==> src/rtl/rdprot_pkg.sv <==
`timescale 1ns/1ps
package rdprot_pkg;

    typedef enum logic [1:0] {
        ST_IDLE = 2'd0,
        ST_READ = 2'd1,
        ST_CMP  = 2'd2,
        ST_DONE = 2'd3
    } rdprot_state_e;

    // Bit positions inside the command permit mask
    localparam int CMD_RDMEM  = 0;
    localparam int CMD_WRRAM  = 1;
    localparam int CMD_GO     = 2;
    localparam int CMD_COPY   = 3;
    localparam int CMD_COUNT  = 4;

endpackage

==> src/rtl/rdprot_timer.sv <==
`timescale 1ns/1ps
module rdprot_timer #(
    parameter int TMO_W = 8
) (
    input  logic             clk,
    input  logic             rst_n,
    input  logic             clr,
    input  logic             run,
    input  logic [TMO_W-1:0] limit,
    output logic             expired
);
    localparam logic [TMO_W-1:0] CNT_MAX = '1;

    logic [TMO_W-1:0] cnt_q;

    // Counts READ cycles; value equals the current READ cycle index.
    always_ff @(posedge clk or negedge rst_n) begin
        if (!rst_n) begin
            cnt_q <= '0;
        end else if (clr) begin
            cnt_q <= '0;
        end else if (run && (cnt_q != CNT_MAX)) begin
            cnt_q <= cnt_q + 1'b1;
        end
    end

    assign expired = (cnt_q >= limit);

endmodule

==> src/rtl/rdprot_pinmux.sv <==
`timescale 1ns/1ps
module rdprot_pinmux (
    input  logic clk,
    input  logic rst_n,
    input  logic restart,
    input  logic capture,
    input  logic dbg_sel_n,
    input  logic pin_release,
    input  logic locked,
    output logic jtag_sel
);
    logic want_jtag_q;

    // The pin level is latched once, in the IDLE clock that follows any reset.
    always_ff @(posedge clk or negedge rst_n) begin
        if (!rst_n) begin
            want_jtag_q <= 1'b0;
        end else if (restart) begin
            want_jtag_q <= 1'b0;
        end else if (capture) begin
            want_jtag_q <= ~dbg_sel_n;
        end
    end

    assign jtag_sel = want_jtag_q & ~pin_release & ~locked;

endmodule

==> src/rtl/rdprot_fsm.sv <==
`timescale 1ns/1ps
module rdprot_fsm
    import rdprot_pkg::*;
#(
    parameter int          ADDR_W    = 12,
    parameter int          DATA_W    = 32,
    parameter int          CMD_W     = CMD_COUNT,
    parameter logic [ADDR_W-1:0] WORD_ADDR = 12'h1FC,
    parameter logic [DATA_W-1:0] MAGIC     = 32'h8765_4321
) (
    input  logic              clk,
    input  logic              rst_n,
    input  logic              restart,
    input  logic              fl_valid,
    input  logic              fl_err,
    input  logic [DATA_W-1:0] fl_rdata,
    input  logic              expired,
    output rdprot_state_e     state_o,
    output logic              fl_req,
    output logic [ADDR_W-1:0] fl_addr,
    output logic              dbg_en,
    output logic              ext_boot,
    output logic [CMD_W-1:0]  isp_mask,
    output logic              done,
    output logic              locked
);
    rdprot_state_e     state_q, state_d;
    logic [DATA_W-1:0] word_q;
    logic              prot_q;
    logic              open_grant;

    // Next-state logic
    always_comb begin
        state_d = state_q;
        if (restart) begin
            state_d = ST_IDLE;
        end else begin
            unique case (state_q)
                ST_IDLE: state_d = ST_READ;
                ST_READ: begin
                    if (fl_valid) begin
                        state_d = fl_err ? ST_DONE : ST_CMP;
                    end else if (expired) begin
                        state_d = ST_DONE;
                    end
                end
                ST_CMP:  state_d = ST_DONE;
                ST_DONE: state_d = ST_DONE;
                default: state_d = ST_IDLE;
            endcase
        end
    end

    // State register
    always_ff @(posedge clk or negedge rst_n) begin
        if (!rst_n) begin
            state_q <= ST_IDLE;
        end else begin
            state_q <= state_d;
        end
    end

    // Word capture and decision; protection defaults on (fail closed)
    always_ff @(posedge clk or negedge rst_n) begin
        if (!rst_n) begin
            word_q <= '0;
            prot_q <= 1'b1;
        end else if (restart) begin
            word_q <= '0;
            prot_q <= 1'b1;
        end else begin
            if ((state_q == ST_READ) && fl_valid && !fl_err) begin
                word_q <= fl_rdata;
            end
            if (state_q == ST_CMP) begin
                prot_q <= (word_q == MAGIC);
            end
        end
    end

    // Outputs
    always_comb begin
        fl_req     = 1'b0;
        fl_addr    = '0;
        done       = 1'b0;
        locked     = 1'b0;
        open_grant = 1'b0;
        unique case (state_q)
            ST_IDLE: ;
            ST_READ: begin
                fl_req  = 1'b1;
                fl_addr = WORD_ADDR;
            end
            ST_CMP: ;
            ST_DONE: begin
                done       = 1'b1;
                locked     = prot_q;
                open_grant = ~prot_q;
            end
            default: ;
        endcase
    end

    assign dbg_en   = open_grant;
    assign ext_boot = open_grant;
    assign state_o  = state_q;

    for (genvar i = 0; i < CMD_W; i++) begin : g_mask
        assign isp_mask[i] = open_grant;
    end

endmodule

==> src/rtl/rdprot_ctrl.sv <==
`timescale 1ns/1ps
module rdprot_ctrl
    import rdprot_pkg::*;
#(
    parameter int ADDR_W = 12,
    parameter int DATA_W = 32,
    parameter int TMO_W  = 8,
    parameter logic [ADDR_W-1:0] WORD_ADDR = 12'h1FC,
    parameter logic [DATA_W-1:0] MAGIC     = 32'h8765_4321
) (
    input  logic                 clk,
    input  logic                 rst_n,
    input  logic                 wdt_rst,
    input  logic                 dbg_sel_n,
    input  logic                 pin_release,
    input  logic [TMO_W-1:0]     tmo_limit,
    output logic                 fl_req,
    output logic [ADDR_W-1:0]    fl_addr,
    input  logic                 fl_valid,
    input  logic                 fl_err,
    input  logic [DATA_W-1:0]    fl_rdata,
    output logic                 dbg_enable,
    output logic                 jtag_pins_sel,
    output logic                 ext_boot_ok,
    output logic [CMD_COUNT-1:0] isp_permit,
    output logic                 chk_done,
    output logic                 prot_active
);
    rdprot_state_e state;
    logic          expired;

    rdprot_fsm #(
        .ADDR_W   (ADDR_W),
        .DATA_W   (DATA_W),
        .CMD_W    (CMD_COUNT),
        .WORD_ADDR(WORD_ADDR),
        .MAGIC    (MAGIC)
    ) fsm_i (
        .clk     (clk),
        .rst_n   (rst_n),
        .restart (wdt_rst),
        .fl_valid(fl_valid),
        .fl_err  (fl_err),
        .fl_rdata(fl_rdata),
        .expired (expired),
        .state_o (state),
        .fl_req  (fl_req),
        .fl_addr (fl_addr),
        .dbg_en  (dbg_enable),
        .ext_boot(ext_boot_ok),
        .isp_mask(isp_permit),
        .done    (chk_done),
        .locked  (prot_active)
    );

    rdprot_timer #(.TMO_W(TMO_W)) timer_i (
        .clk    (clk),
        .rst_n  (rst_n),
        .clr    (state != ST_READ),
        .run    (state == ST_READ),
        .limit  (tmo_limit),
        .expired(expired)
    );

    rdprot_pinmux pinmux_i (
        .clk        (clk),
        .rst_n      (rst_n),
        .restart    (wdt_rst),
        .capture    (state == ST_IDLE),
        .dbg_sel_n  (dbg_sel_n),
        .pin_release(pin_release),
        .locked     (prot_active),
        .jtag_sel   (jtag_pins_sel)
    );

endmodule

==> config.mk <==
export PLATFORM = sky130hd
export DESIGN_NAME = rdprot_ctrl
export DESIGN_NICKNAME = d
export VERILOG_FILES = /design/src/rtl/rdprot_pkg.sv /design/src/rtl/rdprot_timer.sv /design/src/rtl/rdprot_pinmux.sv /design/src/rtl/rdprot_fsm.sv /design/src/rtl/rdprot_ctrl.sv
export SDC_FILE = /design/constraint.sdc
export NUM_CORES = 1
export LEC_CHECK = 0
export ABC_AREA = 1
export BUFFER_PORTS_ARGS = -buffer_cell sky130_fd_sc_hd__buf_2
export CAP_MARGIN = 40
export CORE_UTILIZATION = 47
export CTS_CLUSTER_SIZE = 14
export DETAILED_ROUTE_END_ITERATION = 16
export PLACE_DENSITY = 0.72
export SLEW_MARGIN = 20
export SYNTH_ARGS = -nofsm -noshare
export SYNTH_HDL_FRONTEND = slang
export SYNTH_SLANG_ARGS = --single-unit
==> constraint.sdc <==
create_clock -name clk -period 1.2 [get_ports clk]
set_input_delay 0.24 -clock clk [delete_from_list [all_inputs] [get_ports clk]]
set_output_delay 0.24 -clock clk [all_outputs]
set_load 0.05 [all_outputs]
==> results of run 1 <==
-- power groups by stage --
stage	Clock, mW	Sequential (mW)	Combinational (mW)
3_3_place_gp	0	1.67	0.653
2_1_floorplan	0	1.66	0.474
6_report	0.913	1.64	0.827
5_1_grt	1.01	1.66	0.914
3_5_place_dp	0	1.67	0.668
4_1_cts	0.932	1.64	0.793
-- flip-flops by register name, indices dropped and copies added (netlist names) --
name	cells
pinmux_i.want_jtag_q	1
timer_i.cnt_q	8
fsm_i.state_o	2
fsm_i.prot_q	1
fsm_i.word_q	32
-- placed cells by master (no fill, tap or decap), types with 9 or more instances in the layout --
cell / instances
nor2_1: 9
nand4_1: 10
o21ai_0: 20
buf_4: 24
buf_6: 14
nand3_1: 34
inv_1: 37
dfrtp_1: 43
buf_2: 46
nand2_1: 51
-- how the worst min path moves through the flow --
stage,start,to,slack [ns],cells past startpoint
after detailed placement,rst_n,fsm_i.word_q[28],0.17,1
after CTS,fl_rdata[18],fsm_i.word_q[18],0.16,3
after global placement,rst_n,fsm_i.word_q[0],0.17,1
after global routing,fl_rdata[24],fsm_i.word_q[24],0.17,3
final,fl_rdata[18],fsm_i.word_q[18],0.16,3
after floorplan,rst_n,fsm_i.state_o[0],-0.06,0
-- layer usage --
layer | GRT usage, % | routed length [um]
met5 | 0 | 0
met4 | 7.407 | 87
met1 | 27.17 | 2271
met3 | 4.420 | 182
met2 | 39.77 | 2731
-- final cells by class --
type | count | area [um2] | share of cell area, %
flip-flops and latches | 44 | 1102 | 32.85
repair inverters | 1 | 6.256 | 0.1864
repair buffers | 97 | 790.8 | 23.56
inverters | 44 | 182.7 | 5.444
clock buffers | 5 | 68.82 | 2.051
multi-input cells | 174 | 1102 | 32.85
well taps | 67 | 83.83 | 2.498
clock inverters | 3 | 18.77 | 0.5593
-- per-stage QoR --
stage	TNS, ns	cells	total power [mW]
floorplan	-2.777	288	2.138
global placement	-1.178	416	2.319
detailed placement	-2.050	416	2.338
CTS	-11.17	433	3.366
global route	-17.28	435	3.577
finish	-12.20	435	3.383
-- cell families (layout without fill, tap and decap cells) --
family | Yosys count | count (layout)
AO/OA/AOI/OAI | 36 | 36
adder cells (fa/ha/maj) | 9 | 9
buffers and inverters | 70 | 150
flip-flops | 44 | 44
other | 1 | 5
AND/OR/NAND/NOR | 124 | 124
-- worst max-delay path: cells and delay by family (launching register included) --
family / cells / cell delay, ns
simple gates: 2 / 0.29
flops: 1 / 0.39
buf+inv: 2 / 0.33
-- repair_timing --
item,CTS,global route
cloned,2,0
hold buffers,1,0
gates resized for setup,58,21
setup buffers,7,3
pin swaps,11,8
endpoints found under the setup margin,58,60
endpoints found under the hold margin,11,0
==> flow_summary.yaml, run 1 <==
setup_path:
  slowest_stage: "dfrtp_1"
  r2r_slack_ns: -0.26
  slowest_delay_ns: 0.39
  cp_max_fo: 6
  r2r_start: "fsm_i.state_o[1]"
  startpoint_type: "flip-flop"
  crit_path_start: "fsm_i.state_o[1]"
  critPathCaptureType: "primary output"
  required_ns: 0.96
  critical_path.most_common_cell: "buf_6"
  worst_ep_arrival_time_ns: 1.31
  endpoint: "isp_permit[2]"
  path_class: "reg2out"
  reg2reg_depth: 8
  path_cells: "nand2_2, buf_6, nor2_4, buf_6"
  r2r_end: "fsm_i.word_q[5]"
grt:
  grt_usage_pct: 22.36
  grt_overflow: 0
  grt_pass1_wl_mm: 8.990
  grt_pass1_vias: 2075
  grt_antenna_before_repair: 0
  grt_max_degree: 24
sta:
  rsz0062_at_grt: "true"
  report.final.slew_viol_count: 0
  post-route-min-period_ns: 1.545
  fmax_mhz: 647.1
  hold_slack_ns: 0.1640
  fin_crit_sh_pct: 128.8
  hold_violations: 0
  fin_ws_ns: -0.3452
  finalSetupViolations: 59
  finClkSkew_ns: 0.004705
synthesis:
  synth_most_common_cell: "nand2_1"
  ys_top_cells_by_count: "57 x nand2_1, 43 x dfrtp_1, 41 x inv_1"
  synth-xor-area-share_pct: 0
  synth_edf_count: 0
  synthMuxAreaShare_pct: 0
  ys_types: 29
  synth_top_area_share_pct: 45.48
  synth_top_area_cell: "dfrtp_1"
  async_flop_share_pct: 100.0
  synth_adder_area_share_pct: 4.759
  synth-main-ff-cell: "dfrtp_1"
  synth_seq_area_share_pct: 46.59
  synth_top_family_by_area: "simple AND/OR/NAND/NOR gates"
  syn_inst: 284
  yosys-top-cells-area: "dfrtp_1 45%, nand2_1 9.0%, nand3_1 7.4%"
  synth_area_um2: 2366
  synth-compound-area-share_pct: 8.144
  yosysWarnings: 0
  yosys.area_share.simple_pct: 24.43
  avgSynthCellArea_um2: 8.331
  ys_ff_latch: 44
clock_network:
  tritoncts: "done"
  path_clk_slew_ns: 0.08
  clock-sinks: 44
  h-tree-depth: 2
  cts_buffer_depth: 2
  cts_made_buffers: 5
  clk_latency_ns: 0.30
  root_buffer: "clkbuf_8"
power_and_ir_drop:
  ir_worst_vdd_mv: 0.6739
  p_int_mw: 2.341
  leakagePower_nw: 1.724
  switchingPower_mw: 1.041
  swShare_pct: 30.78
  pwr-share-comb_pct: 24.5
  pwr_density_cell_nw_per_um2: 1008
  pwr-share-seq_pct: 48.6
  clkPwrFrac_pct: 27.0
die:
  die_h_um: 72.95
  rows: 25
  initial_utilization_pct: 49.44
  fp.dieArea_um2: 5322
  die_w_um: 72.95
  core_area_um2: 4786
  ios: 69
layout:
  fill_cells: 370
  diodes: 0
  syn_to_final_growth_pct: 41.83
  fin_util_pct: 70.12
  stdcell_area_um2: 3356
  nets: 423
  layout-drive-gt1-share_pct: 39.13
routing:
  wl_per_cell_um: 12.12
  routed_wl_mm: 5.272
  num_vias: 2107
  post-route-drc-count: 0
  final_antenna_net_count: 0
  viasPerCell: 4.844
  drtIter0Drc: 88
  drt_first_pass_iters: 4
flow_run:
  maxCapViolations: 0
outcome:
  run_status: "complete, but fails checks"
  violations: "setup timing"
place:
  port-buffer-count: 63
  place_congestion: 0.7643
  dp.final_hpwl_mm: 3.619
  post-place-ws_ns: -0.1773
  place_area_um2: 2840
hold_path:
  hp-class: "in2reg"
Note: power is estimated with default switching activity, not from simulation.
==> run 2: changes to the inputs <==
--- a/config.mk
+++ b/config.mk
@@ -8,10 +8,11 @@
 export ABC_AREA = 1
 export BUFFER_PORTS_ARGS = -buffer_cell sky130_fd_sc_hd__buf_2
 export CAP_MARGIN = 40
-export CORE_UTILIZATION = 47
+export CORE_UTILIZATION = 48
+export CTS_BUF_LIST = sky130_fd_sc_hd__clkbuf_2 sky130_fd_sc_hd__clkbuf_4 sky130_fd_sc_hd__clkbuf_8
 export CTS_CLUSTER_SIZE = 14
 export DETAILED_ROUTE_END_ITERATION = 16
-export PLACE_DENSITY = 0.72
+export PLACE_DENSITY = 0.74
 export SLEW_MARGIN = 20
 export SYNTH_ARGS = -nofsm -noshare
 export SYNTH_HDL_FRONTEND = slang
==> flow_summary.yaml, run 2 (synthesis results as in run 1) <==
grt:
  grt_antenna_before_repair: 0
  grt_pass1_wl_mm: 9.591
  grt_overflow: 0
  grt_usage_pct: 24.23
  grt_pass1_vias: 2087
  grt_max_degree: 45
sta:
  report.final.slew_viol_count: 0
  rsz0062_at_grt: "true"
  final.setup.tns_ns: -13.92
  finalSetupViolations: 59
  fin_ws_ns: -0.3613
  fin_crit_sh_pct: 130.1
  fmax_mhz: 640.5
  post-route-min-period_ns: 1.561
  finClkSkew_ns: 0.004949
  hold_violations: 0
  hold_slack_ns: 0.1614
setup_path:
  slowest_delay_ns: 0.42
  critical_path.most_common_cell: "nand2_2"
  slowest_stage: "dfrtp_1"
  r2r_slack_ns: -0.28
  required_ns: 0.96
  path_cells: "nand2_2, clkinvlp_4, nand2_2, nand2_2, clkinvlp_4, buf_8"
  cp_max_fo: 4
  critPathCaptureType: "primary output"
  startpoint_type: "flip-flop"
  path_class: "reg2out"
  worst_ep_arrival_time_ns: 1.32
power_and_ir_drop:
  leakagePower_nw: 1.874
  ir_worst_vdd_mv: 0.7117
  pwr_density_cell_nw_per_um2: 1139
flow_run:
  maxCapViolations: 0
die:
  rows: 25
  core_area_um2: 4723
  fp.dieArea_um2: 5214
  ios: 69
  die_h_um: 72.21
  die_w_um: 72.21
  initial_utilization_pct: 50.09
layout:
  largest_reg_flops: 32
  layout_commonest_cell: "nand2_1"
  regMostFlops: "fsm_i.word_q"
  final_cell_mix: "50 x nand2_1, 46 x buf_2, 41 x dfrtp_1, 35 x inv_1, 34 x nand3_1"
  fill_cells: 303
  diodes: 0
  layout-drive-gt1-share_pct: 42.15
  syn_to_final_growth_pct: 54.20
  nets: 437
clock_network:
  clk_latency_ns: 0.30
  root_buffer: "clkbuf_8"
  h-tree-depth: 2
  path_clk_slew_ns: 0.08
  tritoncts: "done"
  clock-sinks: 44
  cts_made_buffers: 5
  cts_buffer_depth: 2
routing:
  routed_wl_mm: 6.304
  final_antenna_net_count: 0
  drtIter0Drc: 116
  post-route-drc-count: 0
  drt_first_pass_iters: 4
  wl_per_cell_um: 14.04
  num_vias: 2208
  viasPerCell: 4.918
place:
  dp.final_hpwl_mm: 3.376
  port-buffer-count: 63
  place_congestion: 0.7601
  post-place-ws_ns: -0.1743
hold_path:
  hp-class: "in2reg"
outcome:
  violations: "setup timing"
  run_status: "complete, but fails checks"
run 2: cell count changes in the layout (fill, tap and decap cells not counted), moves of 3 or more:
cell       change
buf_12         +9
o21ai_0        -8
o21ai_1        +8
buf_4          +7
buf_6          -4
bufinv_16      +3
nand2_2        +3
run 2: layout make-up:
class	count	area [um2]	share of cell area, %
clock buffer	5	68.82	1.886
clock inverter	3	90.09	2.469
inverter	44	185.2	5.075
multi-input combinational	174	1062	29.12
sequential	44	1105	30.28
tap	67	83.83	2.298
timing repair buffer	112	1054	28.88
run 2: timing repair:
| item | CTS | global route |
|---|---|---|
| hold endpoints to repair | 43 | 0 |
| resized for setup | 64 | 39 |
| setup buffers | 14 | 15 |
| pin swaps | 11 | 17 |
| hold buffers | 1 | 0 |
| cloned | 3 | 0 |
| endpoints found under the setup margin | 58 | 61 |
run 2: through the flow:
stage	instances	util (%)	instance area (um2)	total power, mW
after floorplan	288	-	2445	2.138
after global placement	410	59.44	2808	2.307
after detailed placement	410	59.44	2808	2.322
after CTS	435	71.89	3396	4.086
after global routing	449	77.24	3649	4.338
final	449	77.24	3649	4.157
run 2: power breakdown:
part	switching [mW]	leakage (nW)	total, mW	internal, mW
logic	0.514	1.22	0.961	0.447
registers	0.0564	0.571	1.65	1.59
clock network	0.505	0.0784	1.55	1.04
total	1.08	1.87	4.16	3.08
run 2: worst max-delay path: cells and delay by family, from the launching register on:
| kind | cells | cell delay, ns |
|---|---|---|
| DFF | 1 | 0.42 |
| buffers and inverters | 3 | 0.33 |
| and+or+nand+nor | 3 | 0.27 |
run 2: path summary, 6_finish.rpt:
path | start | end | cells after the start
max | fsm_i.state_o[0] | jtag_pins_sel | 6
min in group asynchronous | rst_n | pinmux_i.want_jtag_q | 3
max in group asynchronous | rst_n | fsm_i.prot_q | 3
min | fl_rdata[14] | fsm_i.word_q[14] | 3
min reg2reg | fsm_i.word_q[5] | fsm_i.word_q[5] | 2
max reg2reg | fsm_i.state_o[1] | fsm_i.word_q[27] | 10
run 2: per-layer routing:
| metal | GRT usage [%] | share of wire, % |
|---|---|---|
| met1 | 29.27 | 40 |
| met2 | 42.89 | 53 |
| met3 | 5.000 | 4.2 |
| met4 | 8.497 | 2.8 |
| met5 | 0 | 0 |
==> run 3: changes to the inputs <==
--- a/config.mk
+++ b/config.mk
@@ -8,11 +8,11 @@
 export ABC_AREA = 1
 export BUFFER_PORTS_ARGS = -buffer_cell sky130_fd_sc_hd__buf_2
 export CAP_MARGIN = 40
-export CORE_UTILIZATION = 48
+export CORE_UTILIZATION = 40
 export CTS_BUF_LIST = sky130_fd_sc_hd__clkbuf_2 sky130_fd_sc_hd__clkbuf_4 sky130_fd_sc_hd__clkbuf_8
 export CTS_CLUSTER_SIZE = 14
 export DETAILED_ROUTE_END_ITERATION = 16
-export PLACE_DENSITY = 0.74
+export PLACE_DENSITY = 0.63
 export SLEW_MARGIN = 20
 export SYNTH_ARGS = -nofsm -noshare
 export SYNTH_HDL_FRONTEND = slang
==> flow_summary.yaml, run 3 (synthesis results as in run 1) <==
hold_path:
  hp-class: "in2reg"
routing:
  drtIter0Drc: 57
  drt_first_pass_iters: 4
  num_vias: 2079
  final_antenna_net_count: 0
  routed_wl_mm: 5.316
  post-route-drc-count: 0
  wl_per_cell_um: 12.14
  viasPerCell: 4.747
grt:
  met2_usage_pct: 33.48
  grt_overflow: 0
  grt_max_degree: 33
  gr-usage-met3_pct: 4.023
  grt_antenna_before_repair: 0
  grt_pass1_vias: 2074
  grt_usage_pct: 19.09
  grt.met1_usage_pct: 23.86
  grt_pass1_wl_mm: 9.273
  top_usage_layer: "met2"
die:
  core_area_um2: 5608
  die_w_um: 78.91
  die_h_um: 78.91
  initial_utilization_pct: 42.19
  rows: 27
  fp.dieArea_um2: 6227
  ios: 69
clock_network:
  h-tree-depth: 2
  clock-sinks: 44
  cts_buffer_depth: 2
  path_clk_slew_ns: 0.09
  cts_made_buffers: 5
  clk_latency_ns: 0.29
  root_buffer: "clkbuf_8"
  tritoncts: "done"
setup_path:
  slowest_delay_ns: 0.41
  path_class: "reg2out"
  critPathTopFamily: "buffers and inverters"
  cp_max_fo: 6
  startpoint_type: "flip-flop"
  slowest_stage: "dfrtp_1"
  critPathCaptureType: "primary output"
  path_cells: "nand2_2, buf_4, nor2_4, buf_12, buf_8"
  worst_ep_arrival_time_ns: 1.32
  required_ns: 0.96
  crit_buf_inv: 3
place:
  place_congestion: 0.7217
  port-buffer-count: 63
  post-place-ws_ns: -0.1616
  dp.final_hpwl_mm: 3.665
power_and_ir_drop:
  pwr_density_cell_nw_per_um2: 1022
  swShare_pct: 29.67
  pwr-share-seq_pct: 48.0
  clkPwrFrac_pct: 27.9
  ir_worst_vdd_mv: 0.6945
  pwr-share-comb_pct: 24.1
  p_int_mw: 2.414
  switchingPower_mw: 1.018
  leakagePower_nw: 1.728
sta:
  final.setup.tns_ns: -13.89
  report.final.slew_viol_count: 0
  hold_violations: 0
  finClkSkew_ns: 0.008290
  finalSetupViolations: 59
  fin_ws_ns: -0.3616
  post-route-min-period_ns: 1.562
  rsz0062_at_grt: "true"
  hold_slack_ns: 0.1643
  fmax_mhz: 640.4
  fin_crit_sh_pct: 130.1
layout:
  diodes: 0
  final_cell_mix: "54 x nand2_1, 46 x buf_2, 41 x dfrtp_1, 36 x inv_1, 35 x nand3_1"
  layout-drive-gt1-share_pct: 37.70
  syn_to_final_growth_pct: 41.99
  layout_commonest_cell: "nand2_1"
  nets: 421
  regMostFlops: "fsm_i.word_q"
  largest_reg_flops: 32
flow_run:
  maxCapViolations: 0
outcome:
  violations: "setup timing"
  run_status: "complete, but fails checks"
## run 3: cell count changes in the layout (fill, tap and decap cells not counted), sizes merged
cell / change
buf: -15
bufbuf: -1
bufinv: -3
clkbuf: +1
clkinv: +2
## run 3: what timing repair did
action                                  in CTS  in global routing
hold endpoints to repair                    11                  0
gates resized for setup                     45                 36
hold buffers                                 1                  0
pin swaps                                    9                 15
gates cloned                                 1                  0
buffers inserted                             7                  3
endpoints found under the setup margin      59                 61
## run 3: cell type report
class                   instances  area [um2]
clock buffers                   6       82.58
clock inverters                 2       10.01
fillers                       507        2248
inverters                      44       185.2
multi-input cells             174        1018
flip-flops and latches         44        1105
well taps                      72       90.09
repair buffers                 96       868.3
## run 3: routing by layer
metal | routed length, um | share of wire, % | vias up
met2 | 2744 | 52 | 57
li1 | - | - | 1054
met1 | 2320 | 44 | 966
met3 | 221 | 4.2 | 2
met5 | 0 | 0 | -
met4 | 29 | 0.55 | 0
## run 3: path summary, 6_finish.rpt
path	slack, ns	to	cells after the start	from
min in group asynchronous	0.38	fsm_i.word_q[7]	2	rst_n
min reg2reg	0.49	fsm_i.word_q[5]	2	fsm_i.word_q[5]
max in group asynchronous	0.37	timer_i.cnt_q[6]	3	rst_n
min	0.16	fsm_i.word_q[18]	3	fl_rdata[18]
max reg2reg	-0.28	fsm_i.word_q[20]	10	fsm_i.state_o[1]
max	-0.36	isp_permit[1]	5	fsm_i.state_o[1]
## run 3: per-stage QoR
stage / instance area [um2] / util (%) / std cells / power (mW)
finish: 3359 / 59.91 / 438 / 3.432
detailed placement: 2844 / 50.71 / 419 / 2.333
floorplan: 2445 / - / 288 / 2.138
global placement: 2844 / 50.71 / 419 / 2.322
global route: 3359 / 59.91 / 438 / 3.627
CTS: 3191 / 56.89 / 436 / 3.418
## run 3: worst reg2reg max path, stage by stage, from the launching register on
cell	delay, ns
dfrtp_1	0.41
inv_1	0.09
nand2_2	0.13
inv_8	0.06
buf_4	0.13
nand2_2	0.08
nand2_4	0.09
buf_4	0.15
buf_6	0.12
nand3_1	0.06
o21ai_0	0.07
## run 3: power groups by stage
| stage | Sequential, mW | Combinational (mW) | Clock (mW) |
|---|---|---|---|
| floorplan | 1.66 | 0.474 | 0 |
| global placement | 1.67 | 0.652 | 0 |
| detailed placement | 1.67 | 0.660 | 0 |
| CTS | 1.64 | 0.795 | 0.979 |
| global route | 1.66 | 0.916 | 1.05 |
| finish | 1.65 | 0.828 | 0.957 |
